### config.mk
export PLATFORM = sky130hd
export DESIGN_NAME = strm_link_rd
export DESIGN_NICKNAME = d
export VERILOG_FILES = /design/src/rtl/strm_rd_pkg.sv /design/src/rtl/strm_rd_idx_clamp.sv /design/src/rtl/strm_rd_link_mux.sv /design/src/rtl/strm_link_rd.sv
export SDC_FILE = /design/constraint.sdc
export NUM_CORES = 1
export LEC_CHECK = 0
export CAP_MARGIN = 10
export CORE_MARGIN = 2
export CORE_UTILIZATION = 40
export DETAILED_ROUTE_END_ITERATION = 12
export GPL_ROUTABILITY_DRIVEN = 0
export HOLD_SLACK_MARGIN = 0.12
export PLACE_DENSITY = 0.9
export RECOVER_POWER = 100
export SLEW_MARGIN = 5
export SYNTH_ARGS = -nofsm -noshare
export SYNTH_HDL_FRONTEND = slang
export SYNTH_SLANG_ARGS = --single-unit
### constraint.sdc
create_clock -name clk -period 2.91 [get_ports clk]
set_input_delay 0.291 -clock clk [delete_from_list [all_inputs] [get_ports clk]]
set_output_delay 0.291 -clock clk [all_outputs]
set_load 0.005 [all_outputs]
### src/rtl/strm_rd_pkg.sv
package strm_rd_pkg;

    localparam int LINK_SEL_W = 4;
    localparam int EXC_CODE_W = 5;

    localparam logic [EXC_CODE_W-1:0] EC_STREAM = 5'b00000;
    localparam logic [EXC_CODE_W-1:0] EC_PRIV   = 5'b00111;

    typedef enum logic [1:0] {
        ST_IDLE  = 2'd0,
        ST_SETUP = 2'd1,
        ST_ACT   = 2'd2
    } rd_state_e;

endpackage

### src/rtl/strm_rd_idx_clamp.sv
module strm_rd_idx_clamp
    import strm_rd_pkg::*;
#(
    parameter int NUM_LINKS = 4
) (
    input  logic [LINK_SEL_W-1:0] idx_lo_i,
    output logic [LINK_SEL_W-1:0] sel_o
);

    localparam logic [LINK_SEL_W:0] LIMIT = (LINK_SEL_W+1)'(NUM_LINKS);

    // out-of-range link numbers fall back to link 0
    assign sel_o = ({1'b0, idx_lo_i} >= LIMIT) ? '0 : idx_lo_i;

endmodule

### src/rtl/strm_rd_link_mux.sv
module strm_rd_link_mux
    import strm_rd_pkg::*;
#(
    parameter int NUM_LINKS = 4,
    parameter int DATA_W    = 32
) (
    input  logic [LINK_SEL_W-1:0]       sel_i,
    input  logic                        grant_i,
    input  logic [NUM_LINKS-1:0]        tvalid_i,
    input  logic [NUM_LINKS-1:0]        tlast_i,
    input  logic [NUM_LINKS*DATA_W-1:0] tdata_i,
    output logic                        vld_o,
    output logic                        last_o,
    output logic [DATA_W-1:0]           data_o,
    output logic [NUM_LINKS-1:0]        tready_o
);

    logic [NUM_LINKS-1:0] hit;

    for (genvar g = 0; g < NUM_LINKS; g++) begin : g_link
        assign hit[g]      = (sel_i == LINK_SEL_W'(g));
        assign tready_o[g] = grant_i & hit[g];
    end

    always_comb begin
        vld_o  = 1'b0;
        last_o = 1'b0;
        data_o = '0;
        for (int i = 0; i < NUM_LINKS; i++) begin
            if (hit[i]) begin
                vld_o  = tvalid_i[i];
                last_o = tlast_i[i];
                data_o = tdata_i[i*DATA_W +: DATA_W];
            end
        end
    end

endmodule

### src/rtl/strm_link_rd.sv
module strm_link_rd
    import strm_rd_pkg::*;
#(
    parameter int NUM_LINKS  = 4,
    parameter int DATA_W     = 32,
    parameter int IDX_W      = 32,
    parameter bit EXC_EN     = 1'b1,
    parameter bit ALLOW_USER = 1'b0,
    parameter bit AREA_OPT   = 1'b0
) (
    input  logic                        clk,
    input  logic                        rst_n,
    input  logic                        req_i,
    input  logic [IDX_W-1:0]            idx_i,
    input  logic                        nonblk_i,
    input  logic                        ctrl_i,
    input  logic                        exc_en_i,
    input  logic                        user_mode_i,
    input  logic [NUM_LINKS-1:0]        s_tvalid_i,
    input  logic [NUM_LINKS-1:0]        s_tlast_i,
    input  logic [NUM_LINKS*DATA_W-1:0] s_tdata_i,
    output logic [NUM_LINKS-1:0]        s_tready_o,
    output logic                        stall_o,
    output logic                        done_o,
    output logic                        rd_we_o,
    output logic [DATA_W-1:0]           rd_data_o,
    output logic                        carry_we_o,
    output logic                        carry_o,
    output logic                        serr_o,
    output logic                        exc_o,
    output logic [EXC_CODE_W-1:0]       exc_code_o,
    output logic [LINK_SEL_W-1:0]       exc_syn_o,
    output logic [DATA_W-1:0]           exc_data_o
);

    typedef struct packed {
        rd_state_e               st;
        logic [LINK_SEL_W-1:0]   link;
        logic                    nb;
        logic                    ctrl;
        logic                    trap;
        logic                    priv;
        logic                    done;
        logic                    rd_we;
        logic [DATA_W-1:0]       rd_data;
        logic                    carry_we;
        logic                    carry;
        logic                    serr;
        logic                    exc;
        logic [EXC_CODE_W-1:0]   code;
        logic [LINK_SEL_W-1:0]   syn;
        logic [DATA_W-1:0]       edata;
    } rd_regs_t;

    rd_regs_t q, n;

    logic [LINK_SEL_W-1:0] sel_in;
    logic                  grant;
    logic                  lnk_vld;
    logic                  lnk_last;
    logic [DATA_W-1:0]     lnk_data;
    logic                  mismatch;
    rd_state_e             first_st;

    logic unused_idx_hi;
    assign unused_idx_hi = ^idx_i[IDX_W-1:LINK_SEL_W];

    // the area variant spends one extra cycle before touching the links
    if (AREA_OPT) begin : g_area
        assign first_st = ST_SETUP;
    end else begin : g_fast
        assign first_st = ST_ACT;
    end

    strm_rd_idx_clamp #(
        .NUM_LINKS (NUM_LINKS)
    ) u_clamp (
        .idx_lo_i (idx_i[LINK_SEL_W-1:0]),
        .sel_o    (sel_in)
    );

    strm_rd_link_mux #(
        .NUM_LINKS (NUM_LINKS),
        .DATA_W    (DATA_W)
    ) u_mux (
        .sel_i    (q.link),
        .grant_i  (grant),
        .tvalid_i (s_tvalid_i),
        .tlast_i  (s_tlast_i),
        .tdata_i  (s_tdata_i),
        .vld_o    (lnk_vld),
        .last_o   (lnk_last),
        .data_o   (lnk_data),
        .tready_o (s_tready_o)
    );

    assign mismatch = lnk_last ^ q.ctrl;

    always_comb begin
        n          = q;
        n.done     = 1'b0;
        n.rd_we    = 1'b0;
        n.carry_we = 1'b0;
        n.exc      = 1'b0;
        grant      = 1'b0;
        unique case (q.st)
            ST_IDLE: begin
                if (req_i) begin
                    n.st   = first_st;
                    n.link = sel_in;
                    n.nb   = nonblk_i;
                    n.ctrl = ctrl_i;
                    n.trap = exc_en_i & EXC_EN;
                    n.priv = user_mode_i & ~ALLOW_USER;
                end
            end
            ST_SETUP: begin
                n.st = ST_ACT;
            end
            ST_ACT: begin
                if (q.priv) begin
                    n.exc  = 1'b1;
                    n.code = EC_PRIV;
                    n.st   = ST_IDLE;
                end else if (lnk_vld) begin
                    grant = 1'b1;
                    if (mismatch) begin
                        n.serr = 1'b1;
                    end
                    if (mismatch && q.trap) begin
                        n.exc   = 1'b1;
                        n.code  = EC_STREAM;
                        n.syn   = q.link;
                        n.edata = lnk_data;
                    end else begin
                        n.done    = 1'b1;
                        n.rd_we   = 1'b1;
                        n.rd_data = lnk_data;
                    end
                    if (q.nb) begin
                        n.carry_we = 1'b1;
                        n.carry    = 1'b0;
                    end
                    n.st = ST_IDLE;
                end else if (q.nb) begin
                    n.done     = 1'b1;
                    n.carry_we = 1'b1;
                    n.carry    = 1'b1;
                    n.st       = ST_IDLE;
                end
            end
            default: n.st = ST_IDLE;
        endcase
    end

    always_ff @(posedge clk or negedge rst_n) begin
        if (!rst_n) begin
            q <= '0;
        end else begin
            q <= n;
        end
    end

    assign stall_o    = (q.st != ST_IDLE);
    assign done_o     = q.done;
    assign rd_we_o    = q.rd_we;
    assign rd_data_o  = q.rd_data;
    assign carry_we_o = q.carry_we;
    assign carry_o    = q.carry;
    assign serr_o     = q.serr;
    assign exc_o      = q.exc;
    assign exc_code_o = q.code;
    assign exc_syn_o  = q.syn;
    assign exc_data_o = q.edata;

endmodule

==> run_results.csv <==
group,metric,value,unit
synth,ys_seq_area_frac,0.430,
detailed_routing,dr_total_vias,3336,
timing,relSlewSlack,0.247,
cts,cts_max_level,3,
synth,synth_top_area_share,0.430,
synth,synth_cell_types,33,
synth,ys_seq_elements,84,
floorplanning,start_util,0.409,
grt,grt_max_degree,47,
timing,worst_pin_slew,1.13,ns
cts,cts_resized,0,
cts,clk_pin_slew,0.06,ns
floorplanning,core_area,12000,µm²
detailed_routing,drt_iter0_drc,152,
setup_path,crit_required,2.62,ns
cts,cts_tree,"yes",
floorplanning,io_pins,259,
setup_path,criticalPathCategory,"flop to output pin",
cts,clockRootBuffer,"clkbuf_16",
synth,syn_area,4890,µm²
setup_path,worst_setup_path_end_kind,"output pin",
grt,grt_pass1_wl,19300,µm
timing,period_minus_slack,2.69,ns
timing,setup_tns,0,ns
cts,cts_buffers,9,
setup_path,path_max_fanout,15,
cts,clkSinkCount,84,
placed_design,pre_cts_ws,0.404,ns
setup_path,critical_path_arrival,2.40,ns
detailed_routing,vias_per_cell,5.02,
power_and_ir_drop,irDropWorstVdd,0.288,mV
finish,final_nets,689,
timing,min_period_over_period,0.924,
timing,fmax,372,MHz
grt,overflow,0,
timing,hold_viol_final,0,
detailed_routing,ant_nets,0,
synth,synth.avg_cell_area,13.8,µm²
finish,final_common_cell,"clkdlybuf4s50_1",
setup_path,crit_path_start_kind,"flop",
run,cap_viol_max_count,0,
timing,fin_worst_skew,0.00815,ns
detailed_routing,avgRoutedWirePerCell,18.3,µm
timing,final-setup-viol-count,0,
placed_design,hpwl,9610,µm
detailed_routing,first_pass_iters,4,
finish,final_layout_size_suffix_gt1_frac,0.201,
power_and_ir_drop,p_per_area,704,nW/µm²
synth,yosys.area.top_type,"dfrtp_1",
timing,grt_setup_unrepaired,"false",
cts,cts.path.max_buffers,2,
timing,setup_ws,0.223,ns
floorplanning,core.rowCount,40,
grt,antenna_found_initial,0,
grt,grt_pass1_vias,3740,
detailed_routing,drcViolationCount,0,
finish,antenna_cells,0,
finish,syn2layout_area_growth,41.6,%
synth,synth_cells,354,
finish,mostFrequentLayoutCells,"146 x clkdlybuf4s50_1, 82 x dfrtp_1, 82 x dlygate4sd3_1",
floorplanning,fp.dieH,115,µm
synth,synth.area.top_cells,"dfrtp_1 43%, mux4_2 15%, buf_4 12%, mux2_2 9.2%, mux2_4 8.6%",
detailed_routing,drt-total-wl,12200,µm
synth,yosys_warnings,0,
floorplanning,fp.dieW,115,µm
worst_hold_path,hp-class,"flop to flop",
grt,grt.total_usage,0.190,
placed_design,port_buffers,228,
power_and_ir_drop,leakage,2.84,nW
cts,clock_latency,0.32,ns
timing,slew_violations,0,
status,outcome,"finished, final reports clean",
floorplanning,die-area,13100,µm²
## sequential cells by signal, indices dropped and copies added, names as in the netlist, 4 cells and up
name	count
q	9
exc_data_o	32
rd_data_o	32
exc_syn_o	4
## power breakdown
part	internal [W]	leakage, nW	switching, W
clock network	0.000587	0.131	0.000425
logic	0.00130	1.68	0.000635
registers	0.00167	1.03	0.000261
total	0.00355	2.84	0.00132
## logic make-up after synthesis
group	share of synthesized area
compound gates	0.0202
xor+xnor	0.00179
buf+inv	0.136
flops	0.430
mux	0.335
other cells	0.000767
simple gates	0.0763
## cell usage after synthesis
cell type / instances
mux4_2: 33
mux2_4: 28
buf_1: 1
and2_1: 36
nand3_4: 1
mux2_2: 40
o21ai_0: 2
nor2b_1: 3
mux2_1: 2
o21bai_1: 1
nand2b_1: 3
nand3_1: 1
nand2_1: 4
nor2_1: 2
buf_6: 3
a21oi_1: 3
nor3_1: 3
and2_4: 1
nand4b_1: 1
inv_1: 2
o21ai_2: 1
conb_1: 1
clkbuf_1: 7
o31ai_1: 2
xnor2_1: 1
nand4_1: 1
o21ai_4: 1
nor3b_4: 1
a22o_1: 3
buf_4: 76
dfrtp_1: 84
buf_2: 5
nor3b_1: 1
## critical path, cell delays in order, from the launching register on
cell and delay (ns):
dfrtp_2 0.47, buf_4 0.34, nand4_1 0.18, o21ai_2 0.12, nand2_1 0.14, nor3b_1 0.22, dlygate4sd3_1 0.60
## path summary, 6_finish.rpt
check / slack, ns / from / endpoint / cells after the start
max: 0.22 / q[83] / s_tready_o[1] / 6
min: 0.48 / exc_syn_o[3] / exc_syn_o[3] / 1
max reg2reg: 0.29 / q[83] / rd_data_o[3] / 7
min reg2reg: 0.48 / exc_syn_o[3] / exc_syn_o[3] / 1
max in group asynchronous: 0.60 / rst_n / rd_data_o[8] / 3
min in group asynchronous: 0.65 / rst_n / q[82] / 2
## cell type report
class / count / area [µm²]
Fill cell: 984 / 5040
Timing Repair Buffer: 240 / 2360
Sequential cell: 84 / 2100
Multi-Input combinational cell: 177 / 2010
Clock buffer: 11 / 243
Tap cell: 147 / 184
Clock inverter: 3 / 15.0
Inverter: 2 / 7.51
## layer usage
layer	vias to the layer above	global-route usage	share of wire
met2	125	0.351	0.54
li1	1507	-	-
met3	19	0.0291	0.044
met5	-	0	0
met1	1685	0.223	0.40
met4	0	0.0667	0.019
## timing repair
action	in CTS	in global routing
setup endpoints to repair	0	0
hold buffers	1	0
hold endpoints to repair	38	0
buffers inserted	0	0
## through the flow
step / util / total power (W) / hold slack, ns / cells / cell area (µm²)
after floorplan: - / 0.00348 / -0.00459 / 355 / 4890
after global placement: 0.568 / 0.00420 / 0.288 / 649 / 6800
after detailed placement: 0.568 / 0.00429 / 0.296 / 649 / 6800
after CTS: 0.591 / 0.00533 / 0.484 / 664 / 7070
after global routing: 0.579 / 0.00518 / 0.494 / 664 / 6920
final: 0.579 / 0.00487 / 0.481 / 664 / 6920
(Power assumes the default switching activity.)
